File: src/rtl/pit_chan_pkg.sv
package pit_chan_pkg;

  typedef enum logic [2:0] {
    M_TERM   = 3'd0,
    M_ONESHT = 3'd1,
    M_RATE   = 3'd2,
    M_SQUARE = 3'd3,
    M_SWSTRB = 3'd4,
    M_HWSTRB = 3'd5
  } cmode_e;

  // codes 6 and 7 fold onto the rate and square modes
  function automatic cmode_e fold_mode(input logic [2:0] code);
    if (code[2:1] == 2'b11) return cmode_e'({1'b0, code[1:0]});
    return cmode_e'(code);
  endfunction

endpackage

File: src/rtl/pit_gate_edge.sv
module pit_gate_edge (
  input  logic clk,
  input  logic rst_n,
  input  logic gate,
  input  logic tick,
  input  logic clr,
  output logic trig
);
  logic gate_q;
  logic pend_q;
  logic rise;

  assign rise = gate & ~gate_q;
  assign trig = rise | pend_q;

  always_ff @(posedge clk) begin
    if (!rst_n) begin
      gate_q <= 1'b0;
      pend_q <= 1'b0;
    end else begin
      gate_q <= gate;
      if (clr || tick) pend_q <= 1'b0;
      else if (rise)   pend_q <= 1'b1;
    end
  end
endmodule

File: src/rtl/pit_count_core.sv
module pit_count_core
  import pit_chan_pkg::*;
#(
  parameter int CW = 16
) (
  input  logic          clk,
  input  logic          rst_n,
  input  logic          tick,
  input  logic          gate,
  input  logic          trig,
  input  logic          ld_stb,
  input  logic [CW-1:0] ld_count,
  input  logic [2:0]    ld_mode,
  output logic [CW-1:0] count,
  output cmode_e        mode_q,
  output logic          done,
  output logic          strobe,
  output logic          phase
);
  localparam logic [CW-1:0] ONE = CW'(1);
  localparam logic [CW-1:0] TWO = CW'(2);

  logic [CW-1:0] init_q;
  logic          run_q;
  logic [CW-1:0] sq_hi, sq_lo, ld_sq_hi;
  cmode_e        ld_eff;
  logic          gate_free, step_en, retrig, hit;

  assign ld_eff    = fold_mode(ld_mode);
  assign sq_hi     = init_q + CW'(init_q[0]);
  assign sq_lo     = init_q - CW'(init_q[0]);
  assign ld_sq_hi  = ld_count + CW'(ld_count[0]);
  assign gate_free = (mode_q == M_ONESHT) || (mode_q == M_HWSTRB);
  assign step_en   = gate_free | gate;
  assign retrig    = trig && (mode_q != M_TERM) && (mode_q != M_SWSTRB) && step_en;
  assign hit       = (count == ONE) && !done;

  always_ff @(posedge clk) begin
    if (!rst_n) begin
      count  <= '0;
      init_q <= '0;
      mode_q <= M_TERM;
      run_q  <= 1'b0;
      done   <= 1'b1;
      strobe <= 1'b0;
      phase  <= 1'b1;
    end else if (ld_stb) begin
      init_q <= ld_count;
      mode_q <= ld_eff;
      run_q  <= 1'b1;
      done   <= 1'b0;
      strobe <= 1'b0;
      phase  <= 1'b1;
      count  <= (ld_eff == M_SQUARE) ? ld_sq_hi : ld_count;
    end else if (tick && run_q) begin
      if (retrig) begin
        count  <= (mode_q == M_SQUARE) ? sq_hi : init_q;
        done   <= 1'b0;
        strobe <= 1'b0;
        phase  <= 1'b1;
      end else if (step_en) begin
        unique case (mode_q)
          M_RATE: count <= (count == ONE) ? init_q : count - ONE;
          M_SQUARE: begin
            if (count == TWO) begin
              phase <= ~phase;
              count <= phase ? sq_lo : sq_hi;
            end else begin
              count <= count - TWO;
            end
          end
          default: begin
            count  <= count - ONE;
            strobe <= hit;
            if (hit) done <= 1'b1;
          end
        endcase
      end else begin
        strobe <= 1'b0;
      end
    end
  end

  assert_gate_hold_R4: assert property (@(posedge clk) disable iff (!rst_n)
    (run_q && tick && !gate && !ld_stb && (mode_q == M_TERM || mode_q == M_SWSTRB))
    |=> $stable(count));

  assert_strobe_single_R5: assert property (@(posedge clk) disable iff (!rst_n)
    (strobe && tick && !ld_stb) |=> !strobe);

  assert_square_even_R8: assert property (@(posedge clk) disable iff (!rst_n)
    (mode_q == M_SQUARE) |-> !count[0]);

  assert_idle_hold_R10: assert property (@(posedge clk) disable iff (!rst_n)
    (!tick && !ld_stb) |=> ($stable(count) && $stable(done) && $stable(phase)));
endmodule

File: src/rtl/pit_out_decode.sv
module pit_out_decode
  import pit_chan_pkg::*;
#(
  parameter int CW = 16
) (
  input  cmode_e        mode_q,
  input  logic [CW-1:0] count,
  input  logic          gate,
  input  logic          done,
  input  logic          strobe,
  input  logic          phase,
  output logic          out
);
  always_comb begin
    unique case (mode_q)
      M_TERM, M_ONESHT:   out = done;
      M_RATE:             out = ~gate | (count != CW'(1));
      M_SQUARE:           out = ~gate | phase;
      M_SWSTRB, M_HWSTRB: out = ~strobe;
      default:            out = 1'b1;
    endcase
  end
endmodule

File: src/rtl/pit_counter_channel.sv
module pit_counter_channel
  import pit_chan_pkg::*;
#(
  parameter int CW = 16,
  parameter int MW = 3
) (
  input  logic          clk,
  input  logic          rst_n,
  input  logic          tick,
  input  logic          gate,
  input  logic          ld_stb,
  input  logic [CW-1:0] ld_count,
  input  logic [MW-1:0] ld_mode,
  input  logic          ld_bcd,
  output logic [CW-1:0] count_o,
  output logic          out_o,
  output logic [MW-1:0] mode_o,
  output logic          bcd_o
);
  logic   trig, done, strobe, phase;
  cmode_e eff_mode;

  pit_gate_edge u_edge (
    .clk(clk), .rst_n(rst_n), .gate(gate), .tick(tick), .clr(ld_stb), .trig(trig)
  );

  pit_count_core #(.CW(CW)) u_core (
    .clk(clk), .rst_n(rst_n), .tick(tick), .gate(gate), .trig(trig),
    .ld_stb(ld_stb), .ld_count(ld_count), .ld_mode(ld_mode),
    .count(count_o), .mode_q(eff_mode), .done(done), .strobe(strobe), .phase(phase)
  );

  pit_out_decode #(.CW(CW)) u_dec (
    .mode_q(eff_mode), .count(count_o), .gate(gate), .done(done),
    .strobe(strobe), .phase(phase), .out(out_o)
  );

  always_ff @(posedge clk) begin
    if (!rst_n) begin
      mode_o <= '0;
      bcd_o  <= 1'b0;
    end else if (ld_stb) begin
      mode_o <= ld_mode;
      bcd_o  <= ld_bcd;
    end
  end

  assert_load_value_R2: assert property (@(posedge clk) disable iff (!rst_n)
    (ld_stb && fold_mode(ld_mode) != M_SQUARE) |=> (count_o == $past(ld_count)));

  assert_term_no_fall_R3: assert property (@(posedge clk) disable iff (!rst_n)
    (eff_mode == M_TERM && $fell(out_o)) |-> $past(ld_stb));
endmodule

File: config.mk
export PLATFORM = sky130hd
export DESIGN_NAME = pit_counter_channel
export DESIGN_NICKNAME = d
export VERILOG_FILES = /design/src/rtl/pit_chan_pkg.sv /design/src/rtl/pit_gate_edge.sv /design/src/rtl/pit_count_core.sv /design/src/rtl/pit_out_decode.sv /design/src/rtl/pit_counter_channel.sv
export SDC_FILE = /design/constraint.sdc
export NUM_CORES = 1
export LEC_CHECK = 0
export CORE_ASPECT_RATIO = 1.2
export CORE_MARGIN = 2
export CORE_UTILIZATION = 41
export DETAILED_ROUTE_END_ITERATION = 7
export DONT_BUFFER_PORTS = 1
export GPL_ROUTABILITY_DRIVEN = 1
export PLACE_DENSITY = 0.52
export SLEW_MARGIN = 5
export SYNTH_ARGS = -nofsm -noshare
export SYNTH_HDL_FRONTEND = slang
export SYNTH_HIERARCHICAL = 1
export SYNTH_SLANG_ARGS = --single-unit
File: constraint.sdc
create_clock -name clk -period 3.4 [get_ports clk]
set_clock_uncertainty 0.1 [all_clocks]
set_input_delay 0.17 -clock clk [delete_from_list [all_inputs] [get_ports clk]]
set_output_delay 0.17 -clock clk [all_outputs]
set_load 0.05 [all_outputs]
[Word level (Yosys, flattened, before mapping)]
Cells that the tools add are included.
Word-level totals
  register bits: 45
  bits in latches: 0
  memory bits (writable): 0
  memory bits (read-only): 0
  input bits: 25
  output and inout bits: 21
  logic and storage cells: 91
  memories: 0
Operators by class
  add/sub/neg operators: 5
  $mul: 0
  div/mod/pow operators: 0
  $lt $le $gt $ge: 0
  equality and inequality tests: 13
  shift operators: 0
  mux-type cells: 27
  bitwise operators: 10
  reductions and logical operators: 25
Operator list (number)
  $mux W16: 9
  $add A16 B1 Y16: 2
  $pmux W16 S2: 1
  $eq A16 B1 Y1 const B: 1
  $eq A16 B2 Y1 const B: 1
  $ne A16 B1 Y1 const B: 1
  $sub A16 B1 Y16: 1
  $sub A16 B1 Y16 const B: 1
  $sub A16 B2 Y16 const B: 1
  $mux W1: 14
  $reduce_or A2 Y1: 5
  $eq A3 B2 Y1 const B: 3
  $reduce_bool A3 Y1: 3
  $reduce_and A4 Y1: 2
  $reduce_bool A2 Y1: 4
  $eq A3 B3 Y1 const B: 2
  $mux W3: 2
  $ne A3 B3 Y1 const B: 2
  $logic_and A1 B1 Y1: 5
  $not A1 Y1: 5
  $or A1 B1 Y1: 4
  $pmux W1 S4: 1
  $reduce_and A2 Y1: 2
  $eq A3 B1 Y1 const B: 1
  other kinds (6): 7

[Logic depth before layout (Yosys ltp)]
Gate-level depths: netlist of run 1.
  word-level depth: 9
  gate-level depth with buffers: 10
  depth with buffers taken out: 8

[Cells and area by module]
The synthesis of run 1 kept the hierarchy.
Modules (own cells, without submodules)
  pit_count_core: instances 1, cells each 532, area an instance 3911.3 um^2
  pit_counter_channel: instances 1, cells each 13, area an instance 156.4 um^2
  pit_out_decode: instances 1, cells each 12, area an instance 103.8 um^2
  pit_gate_edge: instances 1, cells each 7, area an instance 81.3 um^2

[Worst setup path after synthesis of run 1]
No wires, ideal clock.
  path kind: flip-flop to flip-flop
  start point: reg u_core.count[1]
  end point: reg u_core.count[15]
  setup time: 0.127 ns
  arrival: 2.609 ns
  required time: 3.173 ns
  path slack: 0.564 ns
  stages on the path, launching flop included: 10
  clock period less this slack: 2.836 ns
  cell sequence: dfxtp_1 inv_1 ha_1 clkbuf_1 a21boi_0 nand4_1 xnor2_1 a22oi_1 a311oi_1 or3_1
On the way
  cells in the longest elaborated chain, start to end: 7
Ends and longest elaborated chain
  start, declared: RTL line pit_count_core.sv:14  | output logic [CW-1:0] count,
  start signal, assigned: RTL line pit_count_core.sv:54  | count <= (ld_eff == M_SQUARE) ? ld_sq_hi : ld_count;
  start signal, assigned: RTL line pit_count_core.sv:57  | count <= (mode_q == M_SQUARE) ? sq_hi : init_q;
  start signal, assigned: RTL line pit_count_core.sv:63  | M_RATE: count <= (count == ONE) ? init_q : count - ONE;
  $sub A16 B2 Y16, or another cell as far along: RTL line pit_count_core.sv:69  | count <= count - TWO;
  $mux W16, on equally long branches: RTL line pit_count_core.sv:65, pit_count_core.sv:63
  $pmux W16 S2 (*): RTL line pit_count_core.sv:62  | unique case (mode_q)
  $mux W16 (*): RTL line pit_count_core.sv:61  | end else if (step_en) begin
  $mux W16 (*): RTL line pit_count_core.sv:56  | if (retrig) begin
  $mux W16 (*): RTL line pit_count_core.sv:55  | end else if (tick && run_q) begin
  $mux W16 (*): RTL line pit_count_core.sv:47  | end else if (ld_stb) begin
Mark *: on every way between the ends. The rest lies on a longest branch, timed or not. The select of a mux whose other input is x is not followed.
A chain may end at the register's enable or synchronous reset.

[Worst setup path after layout of run 1]
  start point: reg u_core.init_q[1]
  end point: reg u_core.count[14]
On the way
  cells in the longest elaborated chain, start to end: 8
Ends and longest elaborated chain
  start, declared: RTL line pit_count_core.sv:23  | logic [CW-1:0] init_q;
  start signal, assigned: RTL line pit_count_core.sv:48  | init_q <= ld_count;
  $add A16 B1 Y16 or $sub A16 B1 Y16 (tied branches): RTL line pit_count_core.sv:30, pit_count_core.sv:31
  $mux W16: RTL line pit_count_core.sv:67  | count <= phase ? sq_lo : sq_hi;
  $mux W16: RTL line pit_count_core.sv:65  | if (count == TWO) begin
  $pmux W16 S2: RTL line pit_count_core.sv:62
  $mux W16: RTL line pit_count_core.sv:61
  $mux W16 (*): RTL line pit_count_core.sv:56
  $mux W16 (*): RTL line pit_count_core.sv:55
  $mux W16 (*): RTL line pit_count_core.sv:47
Marks and branches as above.

==> run metrics, run 1 <==
total power=1.84 mW; Rows=40; drt total wl=about 15,000 um; Pre-Repair DR Iteration Count=8; synthesis-to-layout area growth=12.4%; HPWL after DPL=around 11,000 um; htree depth=2; Setup Fix Bufs, Post-CTS=0; commonest non-fill, non-tap cell in the layout=dfxtp_1; Tot GR Track Use=a little over a quarter; setup tns final=0 ns; endpoints failing setup=0; DRC viols=0; Final min period=2.75 ns; Final Util=about 48%; largest net degree at the start of global routing=between 40 and 50; net count after synthesis=approximately 600; CP required=around 3.5 ns; unrepaired setup endpoints after global routing=no; core footprint=approximately 10,000 um2; status=completed; final hold viol count=0; Worst R2R End=u_core/count[14]; port buffer count=0; internal reg-to-reg setup slack=between 0.6 and 0.7 ns; Rel. slew slack=about two fifths; CTS Sinks=45; Max IR drop VDD=between 0.0002 and 0.0003 V; Critical path buffers and inverters=0; cts repair resizes=0; post-synthesis sequential area ratio=approximately a fifth; nature of the critical path startpoint=register; fin crit share=between 80% and 90%; synth warn=6; post-synth top area share=a little over a fifth; Worst Hold Launch=rst_n; clk slew on worst S/H paths=roughly 0.070 ns; Setup WS pre-CTS=0.717 ns; share of cells above drive strength 1=between 10% and 20%; Cell Chain, Critical Path=ha_1 > nand2_1 > or4_1 > o41ai_2 > o2111ai_1 > a2111oi_2 > a21oi_1; GP Congestion=between 0.9 and 1; Worst Hold Class=in2reg; clock tree buffer depth=2; total grt overflow=0; Final ANT Viol Nets=0; Root Buffer=clkbuf_16; worst r2r src=u_core/init_q[1]; CP Data Arrival Time=between 2 and 3 ns; CTS tree=built; CTS Buf Count=5; most frequent cells in the layout=dfxtp_1, nand2_1, nor2_1, a21oi_1, o21ai_0; Mapped Cells=approximately 560; initial antenna violation count=0; Net count, final=around 600; Synth cell types=between 70 and 80; starting density of the core=between 40% and 50%; dominant cell type by area after synthesis=dfxtp_1; Worst Hold Path EP=u_core/count[10]; Hold Crit Depth=2; via/cell ratio=approximately 6.4; Slew Limit Fails=0; Post-synth EDFFs=0; first-pass GRT wire length=between 20,000 and 25,000 um; n_diodes=0; Die Ht=116 um; die outline width=between 90 and 100 um; max_cap viols=0; critical path class=reg2reg; via count=between 4,000 and 5,000; Ports=46; 1st-iter DRT viols=approximately 480; die area=approximately 11,000 um2; PnR worst setup slack=~0.65 ns; Least-Margin Pin Slew=approximately 0.89 ns; Hold Buf Count CTS=25; average cell area after synthesis=about 7.5 um2; share of flip-flops with an asynchronous set or reset=0%; wire per inst=21.8 um; CP delay by family, top=compound AO/OA/AOI/OAI gates; synthesis-stage register bit count=45; Leakage=1.68 nW; Critical Path Sink Type=register; Top FF cell, synth=dfxtp_1; slowest cell on the critical path=or4_1; crit path max fanout=7; Max Fclk=~360 MHz; synthesized area=approximately 4300 um2; top cells by area, synth=dfxtp_1, mux2i_1, xor2_1; vias in the first global route=around 4,300; CP max stage delay=0.65 ns; cell area power density=~380 nW/um2; Worst-Skew Late Latency=around 0.3 ns; worst reg2reg path depth=7
state kept, by name, summed over array words and instances (netlist names):
signal	cells
bcd_o	1
mode_o	3
u_core/count	16
u_core/done	1
u_core/init_q	16
u_core/mode_q	3
u_core/phase	1
u_core/run_q	1
u_core/strobe	1
u_edge/gate_q	1
u_edge/pend_q	1
per-stage QoR:
step / cells / hold slack [ns] / cell area (um2)
global route: 696 / 0.0339 / 4780
finish: 696 / 0.00453 / 4780
detailed placement: 663 / 0.152 / 4340
CTS: 696 / 0.00543 / 4780
floorplan: 564 / 0.198 / 4250
global placement: 663 / 0.151 / 4340
worst max path at each step:
stage	to	cells after the start	startpoint	slack [ns]
2_1_floorplan	u_core/count[15]	9	u_core/count[1]	0.56
3_3_place_gp	u_core/count[14]	7	u_core/init_q[1]	0.72
3_5_place_dp	u_core/count[14]	7	u_core/init_q[1]	0.72
4_1_cts	u_core/count[4]	8	u_core/count[1]	0.69
5_1_grt	u_core/count[15]	8	u_core/count[1]	0.45
6_report	u_core/count[14]	7	u_core/init_q[1]	0.65
cell type report:
class / instances / area [um2]
fill: 1061 / 5280
multi-input combinational: 457 / 3060
sequential: 45 / 901
timing repair buffer: 48 / 443
tap: 126 / 158
clock buffer: 5 / 125
clock inverter: 3 / 46.3
inverter: 12 / 45.0
power by group:
| group | internal, mW | switching [mW] |
|---|---|---|
| clock | 0.349 | 0.233 |
| sequential | 0.565 | 0.104 |
| combinational | 0.233 | 0.353 |
cells by family after synthesis:
logic type / after synthesis / share of synthesized area (%)
AO/OA/AOI/OAI: 139 / 21.7
XOR/XNOR: 48 / 9.89
adder cells (fa/ha/maj): 7 / 2.06
buffers and inverters: 62 / 6.85
flip-flops: 45 / 21.2
multiplexers: 23 / 5.41
AND/OR/NAND/NOR: 240 / 33.0
synthesized netlist by cell type, drive strengths merged (4+ instances only):
master	number
dfxtp	45
nor3b	4
a22o	5
nor4b	6
nor4	26
nand2	44
nor3	27
o22ai	8
a21boi	5
nand4	19
mux2i	23
or4	4
a211oi	6
and4	4
xor2	25
ha	7
a31oi	7
nand3	14
xnor2	23
buf	23
or2	5
o21ai	31
a21oi	34
o31ai	5
o21a	4
nor2	39
nand2b	5
nand4b	4
clkbuf	27
or3	6
nor2b	24
inv	12
a221oi	5
per-layer routing:
metal	part of all wire, %	vias up	global-route usage, %
li1	-	2087	-
met1	45	2147	36.8
met2	47	190	45.6
met3	5.7	25	3.38
met4	2.3	0	8.08
met5	0	-	0
No activity file was read; power rests on OpenSTA's default activity.
==> run 2: changes to the inputs <==
--- a/config.mk
+++ b/config.mk
@@ -11,7 +11,7 @@
 export DETAILED_ROUTE_END_ITERATION = 7
 export DONT_BUFFER_PORTS = 1
 export GPL_ROUTABILITY_DRIVEN = 1
-export PLACE_DENSITY = 0.52
+export PLACE_DENSITY = 0.54
 export SLEW_MARGIN = 5
 export SYNTH_ARGS = -nofsm -noshare
 export SYNTH_HDL_FRONTEND = slang
==> constraint.sdc (replaced) <==
create_clock -name clk -period 2.47 [get_ports clk]
set_clock_uncertainty 0.1 [all_clocks]
set_input_delay 0.1235 -clock clk [delete_from_list [all_inputs] [get_ports clk]]
set_output_delay 0.1235 -clock clk [all_outputs]
set_load 0.05 [all_outputs]
==> run 2 against run 1 <==
Final cell count up 5.7%. Largest cell class unchanged. Power up 36%. Critical endpoint is now u_core/count[9]. Via count up 3.6%. Combinational power up 53%. Non-clock buffer count up 40. Global-route usage up 0.13 points. Wire length up 1.2%. Critical path depth down 1. Clock power up 24%. Sequential share of layout area down 1.1 points. Flip-flop and latch count unchanged. Sequential power up 30%.
==> run metrics, run 2 (synthesized netlist as in run 1, its figures left out) <==
initial antenna violation count=0 (unchanged); total power=2.49 mW (was 1.84 mW); Final min period=2.43 ns (was 2.75 ns); die outline width=97.0 um (unchanged); clk slew on worst S/H paths=0.07 ns (about the same); CTS Sinks=45 (unchanged); htree depth=2 (unchanged); Net count, final=641 (was 601); first-pass GRT wire length=24,400 um (was 24,600 um); endpoints failing setup=0 (unchanged); commonest non-fill, non-tap cell in the layout=buf_4 (was dfxtp_1); wire per inst=20.8 um (was 21.8 um); CTS Buf Count=5 (unchanged); slowest cell on the critical path=dfxtp_1 (was or4_1); n_diodes=0 (unchanged); nature of the critical path startpoint=register (unchanged); Max Fclk=411 MHz (was 363 MHz); largest registers=u_core/count: 16 flops, u_core/init_q: 16 flops (unchanged); final hold viol count=0 (unchanged); Setup Fix Bufs, Post-CTS=0 (unchanged); starting density of the core=42.3% (unchanged); Ports=46 (unchanged); Worst Hold Class=in2reg (unchanged); Max IR drop VDD=0.000302 V (was 0.000258 V); setup tns final=0 ns (unchanged); CP required=2.55 ns (was 3.48 ns); Leakage=1.87 nW (was 1.68 nW); unrepaired setup endpoints after global routing=no (unchanged); Rows=40 (unchanged); crit path max fanout=8 (was 7); CP max stage delay=0.59 ns (was 0.65 ns); 1st-iter DRT viols=470 (was 481); Rel. slew slack=57.0% (was 40.8%); largest net degree at the start of global routing=46 (was 44); port buffer count=0 (unchanged); max_cap viols=0 (unchanged); CP Data Arrival Time=2.51 ns (was 2.83 ns); clock tree buffer depth=2 (unchanged); Pre-Repair DR Iteration Count=5 (was 8); share of cells above drive strength 1=17.2% (was 10.2%); via count=4,608 (was 4,449); fin crit share=98.5% (was 80.9%); Root Buffer=clkbuf_16 (unchanged); via/cell ratio=6.26 (was 6.39); cell area power density=490 nW/um2 (was 384 nW/um2); Critical Path Sink Type=register (unchanged); Cell Chain, Critical Path=nand4_1 > nor4_1 > xnor2_1 > a211oi_1 > o31ai_1 > a21oi_1 (was ha_1 > nand2_1 > or4_1 > o41ai_2 > o2111ai_1 > a2111oi_2 > a21oi_1); die area=11,200 um2 (unchanged); most frequent cells in the layout=buf_4, nand2_1, dfxtp_1, nor2_1, a21oi_1 (was dfxtp_1, nand2_1, nor2_1, a21oi_1, o21ai_0); vias in the first global route=4,441 (was 4,283); core footprint=10,100 um2 (unchanged); Final ANT Viol Nets=0 (unchanged); CTS tree=built (unchanged); fillers=969 (was 1,061); Die Ht=116 um (unchanged); Worst-Skew Late Latency=0.30 ns (about the same); Least-Margin Pin Slew=0.643 ns (was 0.887 ns); total grt overflow=0 (unchanged); DRC viols=0 (unchanged); synthesis-to-layout area growth=19.6% (was 12.4%); GP Congestion=0.940 (was 0.939); status=completed (unchanged); drt total wl=15,300 um (was 15,200 um); HPWL after DPL=11,100 um (was 10,800 um); Tot GR Track Use=27.3% (was 27.2%); Slew Limit Fails=0 (unchanged); critical path class=reg2reg (unchanged)
[run 2: changes by cell type in the layout (fill, tap and decap cells not counted), moves of 2 or more]
cell / change
dfxtp_1: -3
buf_4: +38
dfxtp_2: +3
inv_6: +2
dlygate4sd3_1: +2
[run 2: worst paths after layout]
path / startpoint / to / slack, ns / depth (start not counted)
setup / recovery: u_core/init_q[7] / u_core/count[9] / 0.04 / 6
hold / removal: ld_stb / u_core/count[4] / 0.02 / 2
setup reg to reg: u_core/init_q[7] / u_core/count[9] / 0.04 / 6
hold reg to reg: u_core/run_q / u_core/run_q / 0.39 / 1
[run 2: final cells by class]
| cell class | instances | area, um2 | area share, % |
|---|---|---|---|
| multi-input cells | 457 | 3080 | 60.6 |
| flip-flops and latches | 45 | 905 | 17.8 |
| repair buffers | 88 | 748 | 14.7 |
| well taps | 126 | 158 | 3.10 |
| clock buffers | 5 | 125 | 2.46 |
| inverters | 12 | 45.0 | 0.886 |
| clock inverters | 3 | 25.0 | 0.492 |
[run 2: per-layer routing]
metal / vias to the layer above / track usage [%] / routed length (um)
li1: 2166 / - / -
met1: 2177 / 35.9 / 6650
met2: 225 / 44.6 / 7030
met3: 40 / 4.52 / 1170
met4: 0 / 11.6 / 485
met5: - / 0 / 0
[run 2: critical path, delay by kind of cell (launching register included)]
kind,cells,cell delay [ns]
AO/OA/AOI/OAI,3,0.56
AND/OR/NAND/NOR,2,0.84
XOR/XNOR,1,0.22
flip-flops,1,0.59
[run 2: what timing repair did]
| action | 4_1_cts | 5_1_grt |
|---|---|---|
| hold buffers | 27 | 0 |
| hold endpoints to repair | 44 | 0 |
| setup endpoints to repair | 0 | 10 |
| resized for setup | 0 | 5 |
[run 2: through the flow]
stage                     setup WS, ns  utilization, %  hold slack (ns)  std cells  cell area [um2]
after floorplan                 0.0257               -            0.152        564             4260
after global placement           0.163            46.0            0.104        701             4630
after detailed placement         0.144            46.0            0.106        701             4630
after CTS                       0.0413            50.4          0.00133        736             5070
after global routing            0.0136            50.5           0.0161        736             5080
final                           0.0373            50.5           0.0233        736             5080
[run 2: where the power goes]
part	switching [mW]	internal (mW)
Combinational	0.530	0.364
Sequential	0.0934	0.779
Clock	0.340	0.384
Total	0.963	1.53
